$ cat src/rtl/nor_cmd_pkg.sv
package nor_cmd_pkg;
  localparam int DW    = 8;
  localparam int KEY_W = 11;

  localparam logic [KEY_W-1:0] KEY_A1 = 11'h555;
  localparam logic [KEY_W-1:0] KEY_A2 = 11'h2AA;

  localparam logic [DW-1:0] C_UNL1 = 8'hAA;
  localparam logic [DW-1:0] C_UNL2 = 8'h55;
  localparam logic [DW-1:0] C_PGM  = 8'hA0;
  localparam logic [DW-1:0] C_ERS  = 8'h80;
  localparam logic [DW-1:0] C_ID   = 8'h90;
  localparam logic [DW-1:0] C_CHIP = 8'h10;
  localparam logic [DW-1:0] C_SECT = 8'h30;
  localparam logic [DW-1:0] C_RES  = 8'h30;
  localparam logic [DW-1:0] C_SUSP = 8'hB0;
  localparam logic [DW-1:0] C_RST  = 8'hF0;
  localparam logic [DW-1:0] ID_MFR = 8'hC2;
  localparam logic [DW-1:0] ID_DEV = 8'hAD;

  typedef enum logic [1:0] {MD_READ = 2'd0, MD_ID = 2'd1, MD_BUSY = 2'd2, MD_SUSP = 2'd3} mode_e;
  typedef enum logic [2:0] {SQ_IDLE, SQ_AA, SQ_55, SQ_PGM, SQ_E1, SQ_E2, SQ_E3} seq_e;
  typedef enum logic [1:0] {OP_NONE, OP_PROG, OP_CHIP, OP_SECT} op_e;

  typedef struct packed {
    logic rst;
    logic pgm;
    logic chip;
    logic sect;
    logic susp;
    logic res;
    logic id;
  } kick_t;

  // Identifier-mode response for the two low address bits.
  function automatic logic [DW-1:0] id_byte(input logic [1:0] off, input logic locked);
    if (off[1]) return {{(DW-1){1'b0}}, locked};
    return off[0] ? ID_DEV : ID_MFR;
  endfunction
endpackage

$ cat src/rtl/nor_key_match.sv
module nor_key_match
  import nor_cmd_pkg::*;
(
  input  logic [KEY_W-1:0] key_addr,
  input  logic [DW-1:0]    key_data,
  output logic             at_a1,
  output logic             first_ok,
  output logic             second_ok
);
  logic at_a2;

  assign at_a1     = (key_addr == KEY_A1);
  assign at_a2     = (key_addr == KEY_A2);
  assign first_ok  = at_a1 && (key_data == C_UNL1);
  assign second_ok = at_a2 && (key_data == C_UNL2);
endmodule

$ cat src/rtl/nor_cmd_seq.sv
module nor_cmd_seq
  import nor_cmd_pkg::*;
#(
  parameter int AW = 21
) (
  input  logic          clk,
  input  logic          rst_n,
  input  logic          wr_en,
  input  logic [AW-1:0] wr_addr,
  input  logic [DW-1:0] wr_data,
  input  logic          eng_busy,
  input  logic          eng_fail,
  input  logic          at_a1,
  input  logic          first_ok,
  input  logic          second_ok,
  output kick_t         kick,
  output mode_e         mode,
  output seq_e          seq_pos,
  output logic [AW-1:0] op_addr,
  output logic [DW-1:0] op_data
);
  seq_e          seq_q, seq_d;
  mode_e         mode_q, mode_d;
  op_e           op_q, op_d;
  logic          ret_q, ret_d;
  logic          seen_q, seen_d;
  kick_t         kick_q, kick_d;
  logic [AW-1:0] addr_q, addr_d;
  logic [DW-1:0] data_q, data_d;
  logic          susp;
  logic          busy_done;

  assign susp      = (mode_q == MD_SUSP);
  assign busy_done = seen_q && !eng_busy;

  always_comb begin
    seq_d  = seq_q;
    mode_d = mode_q;
    op_d   = op_q;
    ret_d  = ret_q;
    seen_d = seen_q;
    kick_d = '0;
    addr_d = addr_q;
    data_d = data_q;
    if (mode_q == MD_BUSY) begin
      seen_d = seen_q | eng_busy;
      if (busy_done) begin
        mode_d = (op_q == OP_PROG && ret_q) ? MD_SUSP : MD_READ;
        op_d   = OP_NONE;
        ret_d  = 1'b0;
        seen_d = 1'b0;
      end else if (wr_en) begin
        if (eng_fail && wr_data == C_RST) begin
          kick_d.rst = 1'b1;
          mode_d     = MD_READ;
          op_d       = OP_NONE;
          ret_d      = 1'b0;
          seen_d     = 1'b0;
        end else if (op_q == OP_SECT && wr_data == C_SUSP) begin
          kick_d.susp = 1'b1;
          mode_d      = MD_SUSP;
          op_d        = OP_NONE;
          seen_d      = 1'b0;
        end
      end
    end else if (wr_en) begin
      seq_d = SQ_IDLE;
      if (mode_q == MD_ID) mode_d = MD_READ;
      unique case (seq_q)
        SQ_IDLE: begin
          if (first_ok) seq_d = SQ_AA;
          else if (!susp && wr_data == C_RST) kick_d.rst = 1'b1;
          else if (susp && wr_data == C_RES) begin
            kick_d.res = 1'b1;
            mode_d     = MD_BUSY;
            op_d       = OP_SECT;
          end
        end
        SQ_AA: if (second_ok) seq_d = SQ_55;
        SQ_55: begin
          if (at_a1 && wr_data == C_PGM) seq_d = SQ_PGM;
          else if (!susp && at_a1 && wr_data == C_ERS) seq_d = SQ_E1;
          else if (!susp && at_a1 && wr_data == C_ID) begin
            kick_d.id = 1'b1;
            mode_d    = MD_ID;
          end
        end
        SQ_PGM: begin
          kick_d.pgm = 1'b1;
          addr_d     = wr_addr;
          data_d     = wr_data;
          mode_d     = MD_BUSY;
          op_d       = OP_PROG;
          ret_d      = susp;
        end
        SQ_E1: if (first_ok) seq_d = SQ_E2;
        SQ_E2: if (second_ok) seq_d = SQ_E3;
        SQ_E3: begin
          if (at_a1 && wr_data == C_CHIP) begin
            kick_d.chip = 1'b1;
            mode_d      = MD_BUSY;
            op_d        = OP_CHIP;
          end else if (wr_data == C_SECT) begin
            kick_d.sect = 1'b1;
            addr_d      = wr_addr;
            mode_d      = MD_BUSY;
            op_d        = OP_SECT;
          end
        end
        default: seq_d = SQ_IDLE;
      endcase
    end
  end

  always_ff @(posedge clk) begin
    if (!rst_n) begin
      seq_q  <= SQ_IDLE;
      mode_q <= MD_READ;
      op_q   <= OP_NONE;
      ret_q  <= 1'b0;
      seen_q <= 1'b0;
      kick_q <= '0;
      addr_q <= '0;
      data_q <= '0;
    end else begin
      seq_q  <= seq_d;
      mode_q <= mode_d;
      op_q   <= op_d;
      ret_q  <= ret_d;
      seen_q <= seen_d;
      kick_q <= kick_d;
      addr_q <= addr_d;
      data_q <= data_d;
    end
  end

  assign kick    = kick_q;
  assign mode    = mode_q;
  assign seq_pos = seq_q;
  assign op_addr = addr_q;
  assign op_data = data_q;
endmodule

$ cat src/rtl/nor_id_port.sv
module nor_id_port
  import nor_cmd_pkg::*;
#(
  parameter int AW = 21
) (
  input  logic          clk,
  input  logic          rst_n,
  input  logic          rd_en,
  input  logic [AW-1:0] rd_addr,
  input  logic          in_id,
  input  logic          grp_locked,
  output logic          id_valid,
  output logic [DW-1:0] id_data,
  output logic          prot_qry,
  output logic [AW-1:0] qry_addr
);
  logic id_hit;
  logic qry_hit;

  assign id_hit  = rd_en && in_id;
  assign qry_hit = id_hit && rd_addr[1];

  always_ff @(posedge clk) begin
    if (!rst_n) begin
      id_valid <= 1'b0;
      id_data  <= '0;
      prot_qry <= 1'b0;
      qry_addr <= '0;
    end else begin
      id_valid <= id_hit;
      prot_qry <= qry_hit;
      if (id_hit)  id_data  <= id_byte(rd_addr[1:0], grp_locked);
      if (qry_hit) qry_addr <= rd_addr;
    end
  end
endmodule

$ cat src/rtl/nor_cmd_decoder.sv
module nor_cmd_decoder
  import nor_cmd_pkg::*;
#(
  parameter int AW = 21
) (
  input  logic          clk,
  input  logic          rst_n,
  input  logic          wr_en,
  input  logic [AW-1:0] wr_addr,
  input  logic [7:0]    wr_data,
  input  logic          rd_en,
  input  logic [AW-1:0] rd_addr,
  input  logic          eng_busy,
  input  logic          eng_fail,
  input  logic          grp_locked,
  output logic          go_reset,
  output logic          go_program,
  output logic          go_chip_erase,
  output logic          go_sector_erase,
  output logic          go_suspend,
  output logic          go_resume,
  output logic          go_id_enter,
  output logic          go_prot_query,
  output logic [AW-1:0] op_addr,
  output logic [7:0]    op_data,
  output logic [AW-1:0] qry_addr,
  output logic          id_valid,
  output logic [7:0]    id_data,
  output logic [1:0]    mode
);
  logic  at_a1;
  logic  first_ok;
  logic  second_ok;
  kick_t kick;
  mode_e mode_q;
  seq_e  seq_pos;
  logic  in_id;

  nor_key_match u_key (
    .key_addr  (wr_addr[KEY_W-1:0]),
    .key_data  (wr_data),
    .at_a1     (at_a1),
    .first_ok  (first_ok),
    .second_ok (second_ok)
  );

  nor_cmd_seq #(.AW(AW)) u_seq (
    .clk       (clk),
    .rst_n     (rst_n),
    .wr_en     (wr_en),
    .wr_addr   (wr_addr),
    .wr_data   (wr_data),
    .eng_busy  (eng_busy),
    .eng_fail  (eng_fail),
    .at_a1     (at_a1),
    .first_ok  (first_ok),
    .second_ok (second_ok),
    .kick      (kick),
    .mode      (mode_q),
    .seq_pos   (seq_pos),
    .op_addr   (op_addr),
    .op_data   (op_data)
  );

  assign in_id = (mode_q == MD_ID);

  nor_id_port #(.AW(AW)) u_id (
    .clk        (clk),
    .rst_n      (rst_n),
    .rd_en      (rd_en),
    .rd_addr    (rd_addr),
    .in_id      (in_id),
    .grp_locked (grp_locked),
    .id_valid   (id_valid),
    .id_data    (id_data),
    .prot_qry   (go_prot_query),
    .qry_addr   (qry_addr)
  );

  assign go_reset        = kick.rst;
  assign go_program      = kick.pgm;
  assign go_chip_erase   = kick.chip;
  assign go_sector_erase = kick.sect;
  assign go_suspend      = kick.susp;
  assign go_resume       = kick.res;
  assign go_id_enter     = kick.id;
  assign mode            = mode_q;
endmodule

$ cat config.mk
export PLATFORM = sky130hd
export DESIGN_NAME = nor_cmd_decoder
export DESIGN_NICKNAME = d
export VERILOG_FILES = /design/src/rtl/nor_cmd_pkg.sv /design/src/rtl/nor_key_match.sv /design/src/rtl/nor_cmd_seq.sv /design/src/rtl/nor_id_port.sv /design/src/rtl/nor_cmd_decoder.sv
export SDC_FILE = /design/constraint.sdc
export NUM_CORES = 1
export LEC_CHECK = 0
export ABC_CLOCK_PERIOD_IN_PS = 2009
export BUFFER_PORTS_ARGS = -buffer_cell sky130_fd_sc_hd__buf_4
export CELL_PAD_IN_SITES_DETAIL_PLACEMENT = 1
export CELL_PAD_IN_SITES_GLOBAL_PLACEMENT = 1
export CORE_MARGIN = 2
export CORE_UTILIZATION = 34
export DETAILED_ROUTE_END_ITERATION = 10
export MAX_ROUTING_LAYER = met4
export PLACE_DENSITY_LB_ADDON = 0.12
export SLEW_MARGIN = 10
export SYNTH_ARGS = -nofsm -noshare
export SYNTH_HDL_FRONTEND = slang
export SYNTH_SLANG_ARGS = --single-unit
$ cat constraint.sdc
create_clock -name clk -period 2.01 [get_ports clk]
set_clock_uncertainty 0.05 [all_clocks]
set_input_delay 0.1005 -clock clk [delete_from_list [all_inputs] [get_ports clk]]
set_output_delay 0.1005 -clock clk [all_outputs]
set_load 0.02 [all_outputs]
==> results of run 1 <==
[sequential cells by signal, summed over array words and instances, names as in the netlist]
register	cells
u_id.prot_qry	1
u_seq.kick	7
u_seq.op_data	8
u_id.id_data	4
u_id.id_valid	1
u_seq.seen_q	1
u_seq.op_q	2
u_seq.op_addr	21
u_seq.mode	2
u_id.qry_addr	21
u_seq.ret_q	1
u_seq.seq_pos	3
[synthesized netlist by cell type, drive strengths merged, types with 4 or more instances]
cell	number	area share [%]
dfxtp	72	47
nand2	54	6.6
nor2	46	5.7
mux2i	31	10
a21oi	30	4.9
clkbuf	16	2.0
nor3	9	1.5
buf	7	1.9
inv	7	0.86
o21ai	7	1.1
nand3	6	0.98
nor2b	6	1.2
nor4	5	1.9
a31oi	4	0.82
nand4b	4	1.1
[tightest hold or removal path, stage by stage]
cell     delay (ns)
buf_4          0.13
mux2i_1        0.08
nor2_1         0.07
[power by group through the flow]
stage / registers (mW) / logic (mW) / clock network, mW
after floorplan: 1.52 / 0.144 / 0
after global placement: 1.50 / 0.343 / 0
after detailed placement: 1.50 / 0.348 / 0
after CTS: 1.47 / 0.425 / 1.29
after global routing: 1.48 / 0.472 / 1.34
final: 1.47 / 0.436 / 1.26
[cells in the final DEF (no fill, tap or decap), drive strengths merged, types with 7 or more instances in the layout]
cell         count
a21oi           30
buf            136
clkbuf          10
dfxtp           72
dlygate4sd3     47
inv              8
mux2i           31
nand2           54
nor2            46
nor3             9
o21ai            7
[layout make-up]
cell class	count	area share [%]
Timing Repair Buffer	183	31.3
Tap cell	108	2.79
Clock buffer	10	2.64
Clock inverter	5	1.68
Sequential cell	72	29.8
Inverter	7	0.543
Multi-Input combinational cell	246	31.2
[per-stage QoR]
| step | util, % | instance area [um2] |
|---|---|---|
| 2_1_floorplan | - | 3050 |
| 3_3_place_gp | 47.2 | 4120 |
| 3_5_place_dp | 47.2 | 4120 |
| 4_1_cts | 55.0 | 4800 |
| 5_1_grt | 55.5 | 4840 |
| 6_report | 55.5 | 4840 |
[cell families (layout without fill, tap and decap cells)]
logic type | after synthesis | count (layout) | share of synthesized area [%]
buffers and inverters | 30 | 205 | 4.71
AOI/OAI and AO/OA | 56 | 56 | 11.1
other | 1 | 1 | 0.123
DFF | 72 | 72 | 47.2
muxes | 31 | 31 | 10.2
and+or+nand+nor | 158 | 158 | 26.6
[worst min-delay path by stage]
stage / slack, ns / start / cells after the start / endpoint
floorplan: 0.19 / rd_addr[0] / 2 / u_id.qry_addr[0]
global placement: 0.28 / wr_addr[11] / 3 / u_seq.op_addr[11]
detailed placement: 0.29 / wr_addr[20] / 3 / u_seq.op_addr[20]
CTS: 0.02 / wr_data[5] / 3 / u_seq.op_data[5]
global route: 0.04 / wr_data[7] / 3 / u_seq.op_data[7]
finish: 0.03 / wr_data[4] / 3 / u_seq.op_data[4]
[per-layer routing]
layer  global-route usage [%]  vias up  routed length (um)
met5                        -        -                   0
met4                     8.96        0                 248
met3                     4.75       25                 570
met2                     36.9      109                5240
met1                     27.1     1527                4490
li1                         -     1548                   -
[timing repair]
item,CTS,global route
buffers inserted,0,0
endpoints found under the setup margin,0,31
resized for setup,0,6
hold buffers,47,0
hold endpoints to repair,47,0
==> impl_metrics.toml, run 1 <==
[power]
seqPwrFrac_pct = 46.5
p_int_mw = 2.37
clkPwrFrac_pct = 39.8
power_switching_uw = 796
leakagePower_nw = 2.04
switching_share_pct = 25.1
finalPower_mw = 3.17
ir_drop_mv = 0.320
p_per_area_mw_per_mm2 = 654
comb_power_share_pct = 13.8

[placed_design]
dp_worst_setup_slack_ns = 0.134
gp_congestion = 0.867
post-place-cells = 569
port_buffers = 124
dp_hpwl_um = 6820

[routing]
wl_per_cell_um = 16.7
vias_per_cell = 5.09
vias = 3209
wirelength_um = 10600
firstDrtPassIters = 4
drt_iter0_markers = 126
postRouteAntennaNets = 0
post-route-drc-count = 0

[die]
dieArea_mm2 = 0.00975
initial_core_util_pct = 35.0
core_area_mm2 = 0.00872
die_x_um = 98.8
die_height_um = 98.8
pin_count = 126
rows = 34

[setup_path]
critPathBufInv = 2
regToRegSetupSlack_ns = 0.22
endpoint_kind = "flip-flop"
crit_family = "buffers and inverters"
rr_worst_depth = 6
crit_end = "u_seq.mode[1]"
crit_start = "wr_addr[3]"
path_class = "in2reg"
worst_setup_path_start_kind = "primary input"
cp_cell_sequence = "dlygate4sd3_1 -> buf_4 -> nor4bb_4 -> nand3_2 -> o41a_1 -> o21ai_0 -> a221oi_1"
rr_endpoint = "u_seq.op_addr[4]"
cp_slowest_stage_delay_ns = 0.55
crit_arrival_ns = 2.07
r2r_start = "u_seq.seq_pos[0]"
worstPathMaxFanout = 6
required_ns = 2.17
cp.depth = 7
cp_slowest_cell = "dlygate4sd3_1"

[run_status]
outcome = "completed"

[synthesis]
async_flop_share_pct = 0
synth.avg_cell_area_um2 = 8.77
ys.flop_type = "dfxtp_1"
syn_area_mm2 = 0.00305
synth-seq-cells = 72
ys_types = 49
yosysWarnings = 0
synth-edff-count = 0
syn_inst = 348
yosysSeqAreaShare_pct = 47.2
syn-num-nets = 405

[timing]
period_share_pct = 95.0
finalSetupViolations = 0
rsz0062_at_grt = "no"
fin_ws_ns = 0.101
final_hold_viol_count = 0
tns_ns = 0
fmax_mhz = 524
min_period_ns = 1.91
hold_slack_ns = 0.0277
slew_violations = 0

[grt]
grt_pass1_vias = 3440
grt_max_degree = 52
overflow = 0
grt_use_total_pct = 22.5
grt_pass1_wl_um = 17200
antenna_found_initial = 0

[worst_hold_path]
hold_path_class = "in2reg"

[cts]
numCtsBuffers = 9
clock-root-buffer = "clkbuf_8"
clk_latency_ns = 0.34
clk_path_buf_depth = 2
cts-htree-levels = 3
cts.sinks = 72
clk_transition_reported_paths_ns = 0.07
cts_tree = "yes"

[layout]
layout-drive-gt1-share_pct = 30.8
nets = 576
fill_cells = 1026
n_antenna_cell = 0
register_area_mm2 = 0.00144
layoutNonFillerInstCount = 631
multi_input_area_mm2 = 0.00151
area_delta_synth_final_pct = 58.5

[flow_run]
maxCapViolations = 0
(Power assumes the default switching activity.)
==> run 2: changes to the inputs <==
--- a/config.mk
+++ b/config.mk
@@ -6,5 +6,5 @@
 export NUM_CORES = 1
 export LEC_CHECK = 0
-export ABC_CLOCK_PERIOD_IN_PS = 2009
+export ABC_CLOCK_PERIOD_IN_PS = 1800
 export BUFFER_PORTS_ARGS = -buffer_cell sky130_fd_sc_hd__buf_4
 export CELL_PAD_IN_SITES_DETAIL_PLACEMENT = 1
==> constraint.sdc (replaced) <==
create_clock -name clk -period 1.8 [get_ports clk]
set_clock_uncertainty 0.05 [all_clocks]
set_input_delay 0 -clock clk [delete_from_list [all_inputs] [get_ports clk]]
set_output_delay 0 -clock clk [all_outputs]
set_load 0.02 [all_outputs]
==> impl_metrics.toml, run 2 (synthesis results as in run 1) <==
[layout]
design_area_mm2 = 0.00509
area_delta_synth_final_pct = 66.9
layout_commonest_cell = "buf_4"
layoutNonFillerInstCount = 654
nets = 597
layout-drive-gt1-share_pct = 33.4
layout_common_cells = "144 x buf_4, 70 x dfxtp_1, 54 x nand2_1, 54 x dlygate4sd3_1, 46 x nor2_1"

[timing]
hold_slack_ns = 0.0184
tns_ns = 0
period_share_pct = 97.9
fmax_mhz = 568
finalSetupViolations = 0
final_hold_viol_count = 0
min_period_ns = 1.76
slew_violations = 0

[die]
die_height_um = 98.8
core_area_mm2 = 0.00872
die_x_um = 98.8
pin_count = 126
rows = 34
initial_core_util_pct = 35.0
dieArea_mm2 = 0.00975

[flow_run]
maxCapViolations = 0

[setup_path]
rr_worst_depth = 7
cp_slowest_cell = "dfxtp_1"
crit_family = "simple AND/OR/NAND/NOR gates"
worstPathMaxFanout = 10
cp_cell_sequence = "nor2b_2 -> a41oi_2 -> nor4_4 -> buf_6 -> clkbuf_16 -> mux2i_1 -> nor2_1"
rr_endpoint = "u_seq.op_addr[18]"
crit_arrival_ns = 1.95
regToRegSetupSlack_ns = 0.04
endpoint_kind = "flip-flop"
path_class = "reg2reg"
worst_setup_path_start_kind = "flip-flop"
r2r_start = "u_seq.seq_pos[2]"
critPathBufInv = 2
cp_slowest_stage_delay_ns = 0.34
required_ns = 1.98

[placed_design]
dp_hpwl_um = 7070
post-place-cells = 578
place_area_mm2 = 0.00420
port_buffers = 124
gp_congestion = 0.870

[cts]
numCtsBuffers = 9
cts_tree = "yes"
clk_latency_ns = 0.34
cts-htree-levels = 3
clk_path_buf_depth = 2
clock-root-buffer = "clkbuf_8"
clk_transition_reported_paths_ns = 0.08
cts.sinks = 72

[routing]
vias_per_cell = 5.11
wirelength_um = 11200
wl_per_cell_um = 17.1
drt_iter0_markers = 92
firstDrtPassIters = 4
vias = 3343
postRouteAntennaNets = 0
post-route-drc-count = 0

[worst_hold_path]
min_from = "wr_data[1]"
hold_end = "u_seq.seq_pos[1]"
hold_path_class = "in2reg"
holdPathStages = 4

[grt]
grt_max_degree = 35
grt_use_total_pct = 22.7
overflow = 0
antenna_found_initial = 1
grt_pass1_vias = 3445
grt_pass1_wl_um = 17100

[run_status]
outcome = "completed"

[power]
leakagePower_nw = 2.16
ir_drop_mv = 0.402
p_per_area_mw_per_mm2 = 736
finalPower_mw = 3.75
[run 2: stage by stage]
stage | utilization, % | setup slack, ns
finish | 58.4 | 0.0382
global route | 58.4 | -0.0466
CTS | 57.1 | 0.00423
detailed placement | 48.1 | 0.0491
global placement | 48.1 | 0.0514
floorplan | - | 0.00101
[run 2: area by class of cell]
cell class | instances | area (um2)
Clock buffer | 10 | 128
Tap cell | 108 | 135
Antenna cell | 1 | 2.50
Timing Repair Buffer | 204 | 1740
Fill cell | 999 | 3630
Inverter | 7 | 26.3
Clock inverter | 6 | 115
Sequential cell | 72 | 1440
Multi-Input combinational cell | 246 | 1500
[run 2: timing repair]
action | CTS | global route
resized for setup | 0 | 10
setup buffers | 0 | 3
hold buffers | 54 | 0
endpoints found under the hold margin | 62 | 0
endpoints found under the setup margin | 0 | 30
[run 2: worst max-delay path by stage]
stage | start | endpoint | slack [ns] | cells past startpoint
5_1_grt | u_seq.seq_pos[2] | u_seq.op_addr[20] | -0.05 | 7
3_5_place_dp | u_seq.seq_pos[1] | u_seq.op_q[1] | 0.05 | 6
3_3_place_gp | u_seq.seq_pos[1] | u_seq.op_q[1] | 0.05 | 6
2_1_floorplan | u_seq.mode[0] | u_seq.op_q[0] | 0.001 | 5
6_report | u_seq.seq_pos[2] | u_seq.op_addr[18] | 0.04 | 7
4_1_cts | u_seq.seq_pos[1] | u_seq.op_q[1] | 0.004 | 6
[run 2: tightest hold or removal path: stages]
cell	delay, ns
buf_4	0.11
o41ai_2	0.10
a21oi_1	0.11
nor2_1	0.05
[run 2: power by group]
group          internal [mW]  switching, mW
Combinational          0.272          0.247
Sequential              1.62         0.0194
Clock                  0.932          0.658
Total                   2.82          0.924
[run 2: metal layers]
metal  global-route usage (%)  vias up  part of all wire (%)
met5                        -        -                     0
met2                     36.9      113                    50
met3                     6.10       27                   5.7
li1                         -     1591                     -
met1                     27.1     1612                    42
met4                     8.01        0                   2.6
==> run 3: changes to the inputs <==
ABC_AREA = 1   (was not set)
CORE_MARGIN = not set   (was 2)
CORE_UTILIZATION = 33   (was 34)
==> impl_metrics.toml, run 3 <==
[synthesis]
yosys.area.top_type = "dfxtp_1"
ys_types = 31
synth-seq-cells = 72
syn_area_mm2 = 0.00320
yosysTopAreaCellShare_pct = 45.0
async_flop_share_pct = 0
syn_inst = 456
synth-adder-area-share_pct = 0
synthXorXnorAreaFrac_pct = 0
yosysSeqAreaShare_pct = 45.0
synthSimpleGateAreaFrac_pct = 31.9
yosysWarnings = 0
synth_compound_area_share_pct = 13.5
synth.avg_cell_area_um2 = 7.03
synth_top_family_by_area = "simple AND/OR/NAND/NOR gates"
synth-edff-count = 0
yosys-top-cells-area = "dfxtp_1 45%, nor2_1 12%, nand2_1 7.1%"
synthMuxAreaShare_pct = 0
ys.flop_type = "dfxtp_1"
syn-num-nets = 513
synth_most_common_cell = "nor2_1"
ys_top_cells_by_count = "104 x nor2_1, 72 x dfxtp_1, 61 x nand2_1"

[power]
p_per_area_mw_per_mm2 = 699
ir_drop_mv = 0.352
leakagePower_nw = 2.39
finalPower_mw = 3.55

[setup_path]
worstPathMaxFanout = 16
regToRegSetupSlack_ns = 0.10
required_ns = 1.98
crit_arrival_ns = 1.88
path_class = "reg2reg"
rr_worst_depth = 8
worst_setup_path_start_kind = "flip-flop"
rr_endpoint = "u_seq.op_addr[0]"
endpoint_kind = "flip-flop"
r2r_start = "u_seq.seq_pos[1]"

[die]
initial_core_util_pct = 34.4
die_x_um = 101
rows = 35
dieArea_mm2 = 0.0101
pin_count = 126
core_area_mm2 = 0.00933
die_height_um = 101

[cts]
clk_path_buf_depth = 2
numCtsBuffers = 9
clk_transition_reported_paths_ns = 0.08
clk_latency_ns = 0.34
cts.sinks = 72
cts_tree = "yes"
clock-root-buffer = "clkbuf_8"
cts-htree-levels = 3

[grt]
overflow = 0
grt_pass1_vias = 3872
grt_pass1_wl_um = 18200
grt_max_degree = 40
antenna_found_initial = 0
grt_use_total_pct = 23.7

[layout]
design_area_mm2 = 0.00508
layoutNonFillerInstCount = 770
area_delta_synth_final_pct = 58.4
layout-drive-gt1-share_pct = 29.5
layout_common_cells = "132 x buf_4, 102 x nor2_1, 69 x dfxtp_1"
layout_commonest_cell = "buf_4"
finish.utilization_pct = 54.4
nets = 693
fill_cells = 1190
n_antenna_cell = 0

[timing]
finalSetupViolations = 0
rsz0062_at_grt = "no"
hold_slack_ns = 0.0618
final_hold_viol_count = 0
fin_ws_ns = 0.103
period_share_pct = 94.3
min_period_ns = 1.70
tns_ns = 0
slew_violations = 0
fmax_mhz = 589

[routing]
wirelength_um = 11600
vias = 3664
postRouteAntennaNets = 0
drt_iter0_markers = 124
vias_per_cell = 4.76
post-route-drc-count = 0
firstDrtPassIters = 4
wl_per_cell_um = 15.1

[flow_run]
maxCapViolations = 0

[placed_design]
dp_hpwl_um = 7530
post-place-cells = 696
gp_congestion = 0.862
port_buffers = 124
place_area_mm2 = 0.00425
dp_worst_setup_slack_ns = -0.0597

[worst_hold_path]
min_from = "rd_en"
hold_path_class = "in2reg"
holdPathStages = 3
hold_end = "u_id.id_valid"

[run_status]
outcome = "completed"
-- run 3: area by class of cell --
cell class / instances / area (um2) / share of cell area (%)
Sequential cell: 72 / 1450 / 28.5
Inverter: 49 / 188 / 3.70
Timing Repair inverter: 1 / 7.51 / 0.148
Multi-Input combinational cell: 314 / 1470 / 29.0
Tap cell: 129 / 161 / 3.18
Clock buffer: 11 / 151 / 2.98
Timing Repair Buffer: 189 / 1590 / 31.3
Clock inverter: 5 / 61.3 / 1.21
-- run 3: worst max-delay path, stage by stage (launching register included) --
cell and delay, ns:
dfxtp_1 0.46, nand3_2 0.21, nor2_2 0.19, nor2_2 0.04, nand2_1 0.13, inv_2 0.09
buf_12 0.16, o21ai_0 0.18, a21oi_1 0.07
-- run 3: how the worst max path moves through the flow --
stage                      from          endpoint  slack, ns  cells after the start
6_report       u_seq.seq_pos[1]  u_seq.op_addr[0]       0.10                      8
5_1_grt           u_seq.mode[0]  u_seq.op_addr[0]      0.002                     11
4_1_cts           u_seq.mode[1]  u_id.qry_addr[0]       0.02                      7
3_5_place_dp      u_seq.mode[1]  u_id.qry_addr[0]      -0.06                      7
3_3_place_gp      u_seq.mode[1]  u_id.qry_addr[0]       0.09                      7
2_1_floorplan     u_seq.mode[0]     u_seq.mode[0]       0.28                     11
-- run 3: power breakdown --
part | total, mW | switching, mW | leakage [nW] | internal, mW
clock network | 1.38 | 0.649 | 0.111 | 0.729
logic | 0.522 | 0.266 | 1.70 | 0.255
registers | 1.65 | 0.0235 | 0.583 | 1.63
-- run 3: layer usage --
| layer | vias to the layer above | share of wire, % | GRT usage (%) | wire (um) |
|---|---|---|---|---|
| li1 | 1821 | - | - | - |
| met1 | 1716 | 42 | 26.3 | 4820 |
| met2 | 100 | 52 | 42.4 | 6030 |
| met3 | 27 | 4.1 | 3.54 | 480 |
| met4 | 0 | 2.3 | 9.36 | 263 |
| met5 | - | 0 | - | 0 |
-- run 3: cell families after synthesis --
logic type,Yosys count
AOI/OAI and AO/OA,83
buffers and inverters,70
DFF,72
other,1
and+or+nand+nor,230
-- run 3: repair_timing --
item                                    CTS  global route
endpoints found under the setup margin    3            36
hold endpoints to repair                 58             0
gates resized for setup                   4             6
pin swaps                                 0             0
gates cloned                              1             1
setup buffers                             0             1
hold buffers                             55             0
